--- src/rtl/bw_bus_pkg.sv ---
package bw_bus_pkg;
  localparam int DQ_W   = 16;
  localparam int LANE_W = DQ_W / 2;
  localparam int BE_W   = DQ_W / LANE_W;

  typedef enum logic {
    WIDTH_X8  = 1'b0,
    WIDTH_X16 = 1'b1
  } bus_width_e;
endpackage

--- src/rtl/bw_rd_steer.sv ---
module bw_rd_steer
  import bw_bus_pkg::*;
#(
  parameter logic [DQ_W-1:0] MFR_ID = 16'h00B7,
  parameter logic [DQ_W-1:0] DEV_ID = 16'h5A3C
) (
  input  logic            clk,
  input  logic            rst_n,
  input  logic            ce_n,
  input  logic            oe_n,
  input  logic            we_n,
  input  bus_width_e      width,
  input  logic            id_sel,
  input  logic            addr_lsb,
  input  logic            lane_hi,
  input  logic [DQ_W-1:0] rd_data,
  output logic [DQ_W-1:0] dq_out,
  output logic [DQ_W-1:0] dq_oe
);
  logic [DQ_W-1:0] src_word;
  logic [DQ_W-1:0] out_d, out_q;
  logic [DQ_W-1:0] oe_d, oe_q;
  logic            drive_en;

  assign drive_en = ~ce_n & ~oe_n & we_n;

  always_comb begin
    src_word = id_sel ? (addr_lsb ? DEV_ID : MFR_ID) : rd_data;
    out_d    = '0;
    oe_d     = '0;
    if (drive_en) begin
      if (width == WIDTH_X16) begin
        out_d = src_word;
        oe_d  = '1;
      end else begin
        oe_d[LANE_W-1:0] = '1;
        if (!id_sel && lane_hi) out_d[LANE_W-1:0] = src_word[DQ_W-1:LANE_W];
        else                    out_d[LANE_W-1:0] = src_word[LANE_W-1:0];
      end
    end
  end

  always_ff @(posedge clk or negedge rst_n) begin
    if (!rst_n) begin
      out_q <= '0;
      oe_q  <= '0;
    end else begin
      out_q <= out_d;
      oe_q  <= oe_d;
    end
  end

  assign dq_out = out_q;
  assign dq_oe  = oe_q;
endmodule

--- src/rtl/bw_wr_capture.sv ---
module bw_wr_capture
  import bw_bus_pkg::*;
#(
  parameter int AW = 18
) (
  input  logic            clk,
  input  logic            rst_n,
  input  logic            ce_n,
  input  logic            we_n,
  input  bus_width_e      width,
  input  logic [AW-1:0]   addr,
  input  logic [DQ_W-1:0] dq_in,
  output logic            wr_en,
  output logic [AW-1:0]   wr_addr,
  output logic [DQ_W-1:0] wr_data,
  output logic [BE_W-1:0] wr_be
);
  logic            strobe_low;
  logic            low_q;
  logic            rise;
  logic [AW-1:0]   hold_addr;
  logic [DQ_W-1:0] hold_data;
  bus_width_e      hold_width;
  logic [DQ_W-1:0] data_d;
  logic [BE_W-1:0] be_d;
  logic            en_q;
  logic [AW-1:0]   addr_q;
  logic [DQ_W-1:0] data_q;
  logic [BE_W-1:0] be_q;

  assign strobe_low = ~we_n & ~ce_n;
  assign rise       = low_q & we_n;

  always_comb begin
    if (hold_width == WIDTH_X16) begin
      data_d = hold_data;
      be_d   = '1;
    end else begin
      data_d = {hold_data[LANE_W-1:0], hold_data[LANE_W-1:0]};
      be_d   = hold_data[DQ_W-1] ? 2'b10 : 2'b01;
    end
  end

  always_ff @(posedge clk or negedge rst_n) begin
    if (!rst_n) begin
      low_q <= 1'b0;
      en_q  <= 1'b0;
    end else begin
      low_q <= strobe_low;
      en_q  <= rise;
    end
  end

  always_ff @(posedge clk) begin
    if (strobe_low) begin
      hold_addr  <= addr;
      hold_data  <= dq_in;
      hold_width <= width;
    end
  end

  always_ff @(posedge clk) begin
    if (rise) begin
      addr_q <= hold_addr;
      data_q <= data_d;
      be_q   <= be_d;
    end
  end

  assign wr_en   = en_q;
  assign wr_addr = addr_q;
  assign wr_data = data_q;
  assign wr_be   = be_q;
endmodule

--- src/rtl/bw_bus_front.sv ---
module bw_bus_front
  import bw_bus_pkg::*;
#(
  parameter int              AW     = 18,
  parameter logic [DQ_W-1:0] MFR_ID = 16'h00B7,
  parameter logic [DQ_W-1:0] DEV_ID = 16'h5A3C
) (
  input  logic            clk,
  input  logic            rst_n,
  input  logic            ce_n,
  input  logic            oe_n,
  input  logic            we_n,
  input  logic            x16_sel,
  input  logic            id_mode,
  input  logic [AW-1:0]   addr,
  input  logic [DQ_W-1:0] dq_in,
  output logic [DQ_W-1:0] dq_out,
  output logic [DQ_W-1:0] dq_oe,
  output logic            mem_rd_en,
  output logic [AW-1:0]   mem_rd_addr,
  input  logic [DQ_W-1:0] mem_rd_data,
  output logic            mem_wr_en,
  output logic [AW-1:0]   mem_wr_addr,
  output logic [DQ_W-1:0] mem_wr_data,
  output logic [BE_W-1:0] mem_wr_be
);
  logic       rst_meta_n, rst_sync_n;
  bus_width_e width;
  logic       lane_hi;

  always_ff @(posedge clk or negedge rst_n) begin
    if (!rst_n) begin
      rst_meta_n <= 1'b0;
      rst_sync_n <= 1'b0;
    end else begin
      rst_meta_n <= 1'b1;
      rst_sync_n <= rst_meta_n;
    end
  end

  assign width       = x16_sel ? WIDTH_X16 : WIDTH_X8;
  assign lane_hi     = (width == WIDTH_X8) & dq_in[DQ_W-1];
  assign mem_rd_en   = ~ce_n & ~oe_n & we_n & ~id_mode;
  assign mem_rd_addr = addr;

  bw_rd_steer #(.MFR_ID(MFR_ID), .DEV_ID(DEV_ID)) u_rd (
    .clk      (clk),
    .rst_n    (rst_sync_n),
    .ce_n     (ce_n),
    .oe_n     (oe_n),
    .we_n     (we_n),
    .width    (width),
    .id_sel   (id_mode),
    .addr_lsb (addr[0]),
    .lane_hi  (lane_hi),
    .rd_data  (mem_rd_data),
    .dq_out   (dq_out),
    .dq_oe    (dq_oe)
  );

  bw_wr_capture #(.AW(AW)) u_wr (
    .clk     (clk),
    .rst_n   (rst_sync_n),
    .ce_n    (ce_n),
    .we_n    (we_n),
    .width   (width),
    .addr    (addr),
    .dq_in   (dq_in),
    .wr_en   (mem_wr_en),
    .wr_addr (mem_wr_addr),
    .wr_data (mem_wr_data),
    .wr_be   (mem_wr_be)
  );
endmodule

--- config.mk ---
export PLATFORM = sky130hd
export DESIGN_NAME = bw_bus_front
export DESIGN_NICKNAME = d
export VERILOG_FILES = /design/src/rtl/bw_bus_pkg.sv /design/src/rtl/bw_rd_steer.sv /design/src/rtl/bw_wr_capture.sv /design/src/rtl/bw_bus_front.sv
export SDC_FILE = /design/constraint.sdc
export NUM_CORES = 1
export LEC_CHECK = 0
export ABC_CLOCK_PERIOD_IN_PS = 1950
export BUFFER_PORTS_ARGS = -buffer_cell sky130_fd_sc_hd__buf_4
export CORE_ASPECT_RATIO = 0.6
export CORE_MARGIN = 2
export CORE_UTILIZATION = 50
export CTS_CLUSTER_SIZE = 16
export DETAILED_ROUTE_END_ITERATION = 10
export PLACE_DENSITY = 0.84
export SYNTH_ARGS = -nofsm -noshare
export SYNTH_HDL_FRONTEND = slang
export SYNTH_SLANG_ARGS = --single-unit
--- constraint.sdc ---
create_clock -name clk -period 1.95 [get_ports clk]
set_input_delay 0.195 -clock clk [delete_from_list [all_inputs] [get_ports clk]]
set_output_delay 0.195 -clock clk [all_outputs]
set_load 0.01 [all_outputs]
==> metrics.txt, run 1 <==
R2R setup slack=0.70 ns; Async S/R FF share, synth=0.2366; Hold WC Path Type=input port to flip-flop; Worst Hold End=u_wr.hold_data[5]$_DFFE_PP_; worst r2r src=u_wr.low_q$_DFF_PN0_; max cap viols=0; Slew Viols, Final=0; # diodes=0; Slew HR=0.4629; CTS sink cnt=93; Reg area=0.002683 mm2; final setup TNS=0 ns; Die X-Extent=109.6 um; cts bufs inserted=9; Ys Warns=0; Hold Violations, Final=0; num rows=23; Port-buffer cells=144; Mapped Nets=244; Cells after Synth=187; # Post-CTS Setup Buffers=0; Final nets=369; leakage power=1.978 nW; largest net degree at the start of global routing=38; most numerous cell in the Yosys netlist=edfxtp_1; Post-Route WL=6560 um; Via Count=1906; Worst Hold Depth=1; Seq cells post-synth=93; number of global-route vias before repair=1917; WL per Instance=16.24 um; hold_sp=dq_in[5]; antenna viol nets, final=0; synth unique cells=26; final hold slack=0.02521 ns; multi-input logic area=384.1 um2; RSZ-0062 raised after global routing=false; worst-path maximum fanout=6; sequential fraction of the synthesis area=0.8012; post-synth top area cell=edfxtp_1; Boundary Pins=145; main flop type after synthesis=edfxtp_1; residual DRC count=0; CTS max path bufs=2; worst slew pin tran=0.8056 ns; Final Setup Violations=0; fmax=0.6748 GHz; H-tree depth=3; total gr overflow=0; Final Wtd Congestion=0.8245; total track usage=0.1849; core area=0.006590 mm2; period utilization=0.7599; CTS tree=built; initial antenna violation count=0; Final Skew=0.006556 ns; die height=67.39 um; Mapped Area=0.003348 mm2; initial cell density of the core=0.5081; Post-DP HPWL=4789 um; largest cells by area after synthesis=edfxtp_1 (64%), dfrtp_1 (16%), buf_4 (7.2%); CP Capture Type=primary output; fillers=486; root buf cell=clkbuf_8; Worst VDD drop=516.6 uV; insertion delay to the later sink of the worst-skew pair=0.34 ns; number of flops mapped to enable cells by yosys=71; first-pass GRT wire length=9660 um; Area growth syn-to-layout=35.54%; Synth top cells by count=edfxtp_1 (71), buf_4 (32), dfrtp_1 (22), nand2_1 (11); Period minus WS final=1.482 ns; PD cells=833.1 mW/mm2; post-synth top area share=0.6368; clk slew on worst S/H paths=0.08 ns; Avg Inst Size Synth=17.90 um2; FF-to-FF End=u_wr.wr_data[12]$_DFFE_PP_; crit path kind=input port to primary output; CP startpoint kind=input port; share of cells above drive strength 1=0.5615; FF-to-FF path depth=2; vias per cell=4.718; DR pass1 iterations=4; Die ar.=0.007388 mm2; DRT iter0 DRCs=65; CP required=1.75 ns; status=completed; crit path DAT=1.29 ns
critical path, cell delays in order:
cell    delay (ns)
buf_4         0.12
or3b_1        0.63
nor2_8        0.19
buf_4         0.14
layout by cell type (no fill, tap or decap):
cell           count
clkinvlp_4         2
inv_6              1
clkinv_1           1
a21oi_1            5
mux2_2             8
and2_2             1
o21ai_1            1
nor3_2             2
dfrtp_1           22
nor2b_1            1
or2_2              1
a31oi_1            3
inv_1              1
clkbuf_1           1
edfxtp_1          71
nor2_4             1
clkbuf_8           9
buf_12             1
clkinv_8           1
nor3_1             8
dlygate4sd3_1      4
nand2_4            2
bufinv_16          1
nor2_8             1
nand2b_1           2
nand2_1           11
conb_1             1
buf_4            145
mux2i_1            2
or3b_1             1
clkinv_2           1
and3_1             4
inv_2              1
metrics by stage:
| step | total power [mW] | worst slack (ns) | area, um2 | util | instances |
|---|---|---|---|---|---|
| floorplan | 2.433 | 0.3503 | 3351 | - | 187 |
| CTS | 3.811 | 0.4621 | 4508 | 0.6841 | 401 |
| global placement | 2.584 | 0.4940 | 4308 | 0.6537 | 384 |
| finish | 3.781 | 0.4682 | 4538 | 0.6886 | 404 |
| global route | 3.930 | 0.4315 | 4538 | 0.6886 | 404 |
| detailed placement | 2.598 | 0.4741 | 4308 | 0.6537 | 384 |
cells by family (layout without fill, tap and decap cells):
kind of cell / Yosys count / after routing / share of synthesized area
AO/OA/AOI/OAI: 9 / 9 / 0.01457
other: 1 / 1 / 0.001120
flip-flops: 93 / 93 / 0.8012
AND/OR/NAND/NOR: 35 / 35 / 0.06353
multiplexers: 10 / 10 / 0.03289
buffers and inverters: 39 / 169 / 0.08669
layout make-up:
type / count / area share
Sequential cell: 93 / 0.5911
Tap cell: 87 / 0.02399
Clock buffer: 10 / 0.02812
Timing Repair Buffer: 150 / 0.2531
Multi-Input combinational cell: 55 / 0.08464
Clock inverter: 6 / 0.01379
Inverter: 3 / 0.005238
registers in the layout, indices dropped and copies added, names as in the netlist, 2 cells and up:
name and flops:
u_wr.hold_data 16, u_wr.wr_be 2, u_rd.dq_out 16, u_wr.hold_addr 18, u_wr.wr_addr 18, u_wr.wr_data 16, u_rd.dq_oe 2
per-layer routing:
layer | global-route usage | vias to the layer above | part of all wire
met3 | 0.08108 | 8 | 0.10
met4 | 0.06171 | 0 | 0.0078
met5 | 0 | - | 0
li1 | - | 890 | -
met2 | 0.3009 | 90 | 0.49
met1 | 0.2242 | 918 | 0.40
power breakdown:
group	total [mW]	leakage, nW	internal, mW	switching (mW)
Combinational	0.301	0.934	0.166	0.135
Clock	1.22	0.0903	0.591	0.634
Sequential	2.25	0.953	2.22	0.0344
worst max-delay path by stage:
stage                          from                   endpoint  slack [ns]
6_report                       ce_n                  mem_rd_en        0.47
5_1_grt                        ce_n                  mem_rd_en        0.43
4_1_cts                        ce_n                  mem_rd_en        0.46
3_5_place_dp                   ce_n                  mem_rd_en        0.47
3_3_place_gp                   ce_n                  mem_rd_en        0.49
2_1_floorplan  u_wr.low_q$_DFF_PN0_  u_wr.wr_addr[0]$_DFFE_PP_        0.35
timing repair:
| item | CTS | global route |
|---|---|---|
| endpoints found under the hold margin | 2 | 3 |
| gates resized for setup | 0 | 0 |
| hold buffers | 1 | 3 |
(Power assumes the default switching activity.)
==> run 2, diff against run 1 <==
Settings changed: ABC_CLOCK_PERIOD_IN_PS 1950 to 1550, CORE_UTILIZATION 50 to 47, PLACE_DENSITY 0.84 to 0.79.
Clock period 1.95 ns to 1.55 ns, I/O delays scaled along.
==> run 2 against run 1 <==
- the run now ends with design-rule violations left
- power is 41% higher
- critical path depth did not move
- core utilization rose by 3.2 points
- flip-flop and latch count is the same
- final cell count grew 6.2%
- clock skew decreased by 0.00052 ns
- global-route usage shrank 0.69 points
- via count grew 6.1%
- first-iteration DRC count is 78% higher
- register-to-register slack lost 0.38 ns
- highest routed layer unchanged
==> metrics.txt, run 2 (same netlist as run 1, synthesis figures left out) <==
Sw Share=0.1971 (-0.01542); core area=0.006792 mm2 (+3.1%); # diodes=0 (unchanged); vias per cell=4.716 (about the same); Via Count=2023 (+6.1%); cts bufs inserted=9 (unchanged); CP Capture Type=primary output; num rows=23 (unchanged); DRT iter0 DRCs=116 (+78%); total gr overflow=0 (unchanged); Layout Cells excl Fill=429 (+6.2%); initial cell density of the core=0.4930 (-0.01507); Final nets=394 (+6.8%); Port-buffer cells=144 (unchanged); Int Pwr=4.289 mW (+44%); number of global-route vias before repair=1987 (+3.7%); CTS tree=built; Slew HR=0.6332 (+0.1703); commonest non-fill, non-tap cell in the layout=buf_4; CTS sink cnt=93 (unchanged); worst-path maximum fanout=6 (unchanged); Boundary Pins=145 (unchanged); insertion delay to the later sink of the worst-skew pair=0.33 ns (about the same); period utilization=0.8814; worst slew pin tran=0.5502 ns (-0.2554 ns); failing checks=design-rule violations; status=finished with violations; CP required=1.39 ns (-0.36 ns); clk slew on worst S/H paths=0.06 ns (-0.02 ns); multi-input logic area=384.1 um2 (unchanged); Final Setup Violations=0 (unchanged); Hold Violations, Final=0 (unchanged); residual DRC count=7 (+7); share of cells above drive strength 1=0.5175 (-0.04397); Cells after DPL=385 (+0.26%); clock share of power=0.387 (+0.063); fillers=446 (-8.2%); RSZ-0062 raised after global routing=false; first-pass GRT wire length=10390 um (+7.6%); initial antenna violation count=0 (unchanged); Worst VDD drop=934.4 uV (+81%); post-layout util=0.7203 (+0.03171); crit path kind=input port to primary output; Reg power frac=0.530 (-0.066); max cap viols=0 (unchanged); crit path DAT=1.21 ns (-0.08 ns); H-tree depth=3 (unchanged); antenna viol nets, final=0 (unchanged); Final Skew=0.006040 ns (-0.0005159 ns); CTS max path bufs=2 (unchanged); root buf cell=clkbuf_16; Die X-Extent=113.0 um (+3.0%); fmax=0.7320 GHz; CP startpoint kind=input port; Slew Viols, Final=0 (unchanged); Post-Route WL=6692 um (+2.0%); DR pass1 iterations=8 (+4); largest net degree at the start of global routing=38 (unchanged); # Post-CTS Setup Buffers=0 (unchanged); Hold WC Path Type=flip-flop to asynchronous set/reset pin; Final Wtd Congestion=0.8386 (+1.7%); Comb pwr share=0.083 (+0.003); Period minus WS final=1.366 ns; net load switching power=1.053 mW (+31%); Reg area=0.002683 mm2 (unchanged); PD cells=1092 mW/mm2 (+31%); total track usage=0.1780 (-0.006889); Die ar.=0.007838 mm2 (+6.1%); die height=69.38 um (+3.0%); FF-to-FF path depth=1 (-1); most frequent cells in the layout=buf_4 (145), edfxtp_1 (71), dlygate4sd3_1 (28); Area growth syn-to-layout=46.11%; final setup TNS=0 ns (unchanged); WL per Instance=15.60 um (-3.9%); Post-DP HPWL=4600 um (-4.0%); leakage power=2.134 nW (+7.9%)
## run 2: routing by layer
metal / GRT usage / share of wire / vias up / wire, um
li1: - / - / 942 / -
met1: 0.2204 / 0.41 / 995 / 2746
met2: 0.2892 / 0.50 / 74 / 3377
met3: 0.05769 / 0.065 / 12 / 438
met4: 0.07859 / 0.019 / 0 / 129
met5: 0 / 0 / - / 0
## run 2: layout make-up
class / count / share of cell area
clock inverter: 5 / 0.01049
inverter: 3 / 0.004859
tap: 87 / 0.02225
timing repair buffer: 175 / 0.2880
sequential: 93 / 0.5483
clock buffer: 11 / 0.04757
multi-input combinational: 55 / 0.07852
## run 2: timing repair
action / in CTS / in global routing
endpoints found under the hold margin: 25 / 4
resized for setup: 0 / 0
hold buffers: 24 / 4
## run 2: power by group through the flow
stage	clock, mW	sequential, mW	combinational, mW
floorplan	0	2.89	0.173
finish	2.07	2.83	0.443
global placement	0	2.88	0.378
global route	2.22	2.84	0.475
detailed placement	0	2.88	0.387
CTS	2.13	2.83	0.436
## run 2: path summary, 6_finish.rpt
check,startpoint,end,slack (ns)
worst max-delay path,ce_n,mem_rd_en,0.18
worst min-delay path,rst_sync_n$_DFF_PN0_,u_wr.wr_en$_DFF_PN0_,0.02
worst max register to register,u_wr.hold_width$_DFFE_PP_,u_wr.wr_data[11]$_DFFE_PP_,0.32
worst min register to register,rst_sync_n$_DFF_PN0_,u_wr.wr_en$_DFF_PN0_,0.02
max in group asynchronous,rst_sync_n$_DFF_PN0_,u_rd.dq_out[9]$_DFF_PN0_,1.09
min in group clk,addr[10],u_wr.hold_addr[10]$_DFFE_PP_,0.02
## run 2: per-stage QoR
step / area (um2) / hold WS [ns] / setup WS (ns) / power (mW)
finish: 4892 / 0.01945 / 0.1839 / 5.342
global placement: 4328 / -0.06245 / 0.1964 / 3.256
CTS: 4852 / 0.0008235 / 0.1776 / 5.397
floorplan: 3352 / -0.1406 / 0.05146 / 3.061
global route: 4892 / 0.003326 / 0.1468 / 5.538
detailed placement: 4328 / -0.06018 / 0.1778 / 3.271
## run 2: critical path, stage by stage
cell	delay [ns]
buf_4	0.12
or3b_1	0.61
nor2_8	0.18
buf_4	0.14
==> run 3, diff against run 2 <==
--- a/config.mk
+++ b/config.mk
@@ -14,2 +14,3 @@
 export DETAILED_ROUTE_END_ITERATION = 10
+export GPL_TIMING_DRIVEN = 0
 export PLACE_DENSITY = 0.79
--- a/constraint.sdc
+++ b/constraint.sdc
@@ -3,2 +3,2 @@
 set_output_delay 0.155 -clock clk [all_outputs]
-set_load 0.01 [all_outputs]
+set_load 0.005 [all_outputs]
==> run 3 against run 2 <==
- the run still ends with design-rule violations left
- sequential power is essentially flat
- critical endpoint is now u_wr.wr_data[2]$_DFFE_PP_
- largest cell class unchanged
- combinational power rose by 7.7%
- setup slack got worse by 0.070 ns
- cell area grew 6.5%
- non-clock buffer count rose by 38
- largest power group unchanged
- flip-flop and latch count unchanged
- core utilization is 4.7 points higher
==> metrics.txt, run 3 (same netlist as run 1, synthesis figures left out) <==
worst-path maximum fanout=37 (+31); Worst VDD drop=853.3 uV (-8.7%); Final Skew=0.004082 ns (-0.001959 ns); PD cells=1068 mW/mm2 (-2.2%); Period minus WS final=1.436 ns (+0.06955 ns); CP Capture Type=flip-flop; Post-DP HPWL=4943 um (+7.5%); max cap viols=0 (unchanged); commonest non-fill, non-tap cell in the layout=buf_4; CP startpoint kind=flip-flop; Post-Route WL=7110 um (+6.2%); die height=69.38 um (unchanged); Final Setup Violations=0 (unchanged); Area growth syn-to-layout=55.68%; share of cells above drive strength 1=0.5579 (+0.04035); WL per Instance=15.22 um (-2.4%); cell family with most CP delay=simple AND/OR/NAND/NOR gates; Comb pwr share=0.086 (+0.003); Cells after DPL=418 (+8.6%); worst slew pin tran=0.8863 ns (+0.3361 ns); leakage power=2.334 nW (+9.4%); Slew Viols, Final=0 (unchanged); vias per cell=4.493 (-4.7%); first-pass GRT wire length=11120 um (+7.0%); CTS sink cnt=93 (unchanged); insertion delay to the later sink of the worst-skew pair=0.34 ns (about the same); core area=0.006792 mm2 (unchanged); Final Wtd Congestion=0.7714 (-8.0%); period utilization=0.9263 (+0.04487); Boundary Pins=145 (unchanged); most frequent cells in the layout=buf_4 (175), edfxtp_1 (71), dlygate4sd3_1 (33); DR pass1 iterations=7 (-1); CP max-delay cell=and2_2; clock share of power=0.405 (+0.018); Via Count=2098 (+3.7%); clk slew on worst S/H paths=0.06 ns (about the same); num rows=23 (unchanged); fillers=421 (-5.6%); total track usage=0.1922 (+0.01419); Hold WC Path Type=input port to flip-flop; net load switching power=1.058 mW (+0.50%); Crit path buffers/inverters=0 (-2); Cell Chain, Critical Path=and2_2; antenna viol nets, final=0 (unchanged); initial cell density of the core=0.4930 (unchanged); RSZ-0062 raised after global routing=false; multi-input logic area=384.1 um2 (unchanged); Reg area=0.002683 mm2 (unchanged); Layout Cells excl Fill=467 (+8.9%); # Post-CTS Setup Buffers=0 (unchanged); largest net degree at the start of global routing=38 (unchanged); DRT iter0 DRCs=98 (-16%); fmax=0.6965 GHz (-4.8%); crit-path max cell delay=0.72 ns (+0.11 ns); H-tree depth=3 (unchanged); Hold Violations, Final=0 (unchanged); setup slack at placement=0.1221 ns (-0.05579 ns); cts bufs inserted=9 (unchanged); Die X-Extent=113.0 um (unchanged); final setup margin=0.1143 ns (-0.06955 ns); Slew HR=0.4091 (-0.2240); CTS max path bufs=2 (unchanged); Final nets=432 (+9.6%); final hold slack=0.01398 ns (-0.005468 ns); Port-buffer cells=143 (-0.69%); Int Pwr=4.509 mW (+5.1%); initial antenna violation count=0 (unchanged); number of global-route vias before repair=2143 (+7.9%); # diodes=0 (unchanged); Die ar.=0.007838 mm2 (unchanged); crit path kind=flip-flop to flip-flop; crit path DAT=1.40 ns (+0.19 ns); failing checks=design-rule violations; CTS tree=built; status=finished with violations; total gr overflow=0 (unchanged); CP required=1.51 ns (+0.12 ns); Reg power frac=0.510 (-0.020); residual DRC count=7 (unchanged); root buf cell=clkbuf_16; Sw Share=0.1901 (-0.007019)
==> run 3: worst paths after layout <==
kind                                            from                           to  slack [ns]  depth (start not counted)
worst max register to register  u_wr.low_q$_DFF_PN0_    u_wr.wr_data[2]$_DFFE_PP_        0.11                          1
min in group asynchronous                      rst_n         rst_meta_n$_DFF_PN0_        0.14                          2
worst min-delay path                         addr[2]  u_wr.hold_addr[2]$_DFFE_PP_        0.01                          1
max in group asynchronous       rst_sync_n$_DFF_PN0_     u_rd.dq_out[7]$_DFF_PN0_        0.69                          0
worst max-delay path            u_wr.low_q$_DFF_PN0_    u_wr.wr_data[2]$_DFFE_PP_        0.11                          1
worst min register to register  rst_sync_n$_DFF_PN0_     u_rd.dq_oe[14]$_DFF_PN0_        0.34                          0
==> run 3: routing by layer <==
metal | wire length [um] | part of all wire | vias up | global-route usage
li1 | - | - | 1025 | -
met1 | 2848 | 0.40 | 995 | 0.2319
met2 | 3681 | 0.52 | 72 | 0.3146
met3 | 514 | 0.072 | 6 | 0.07080
met4 | 65 | 0.0091 | 0 | 0.08130
met5 | 0 | 0 | - | 0
==> run 3: area by class of cell <==
class,count,area share
flip-flops and latches,93,0.5146
repair buffers,177,0.2746
clock inverters,6,0.01656
inverters,3,0.004561
clock buffers,10,0.04393
plain buffers,36,0.05113
multi-input cells,55,0.07369
well taps,87,0.02088
==> run 3: repair_timing <==
item	in CTS	in global routing
resized for setup	0	0
hold endpoints to repair	34	0
hold buffers	33	0
==> run 3: power by group through the flow <==
stage	clock network, mW	registers (mW)	logic, mW
after floorplan	0	2.88	0.157
after global placement	0	2.88	0.388
after detailed placement	0	2.89	0.408
after CTS	2.33	2.84	0.476
after global routing	2.42	2.85	0.516
final	2.25	2.84	0.477
==> run 3: stage by stage <==
stage / power (mW) / TNS [ns] / utilization / area (um2)
floorplan: 3.037 / 0 / - / 3352
CTS: 5.643 / 0 / 0.7675 / 5213
detailed placement: 3.298 / 0 / 0.6724 / 4567
global route: 5.779 / 0 / 0.7675 / 5213
global placement: 3.271 / -16.87 / 0.6676 / 4534
finish: 5.567 / 0 / 0.7675 / 5213
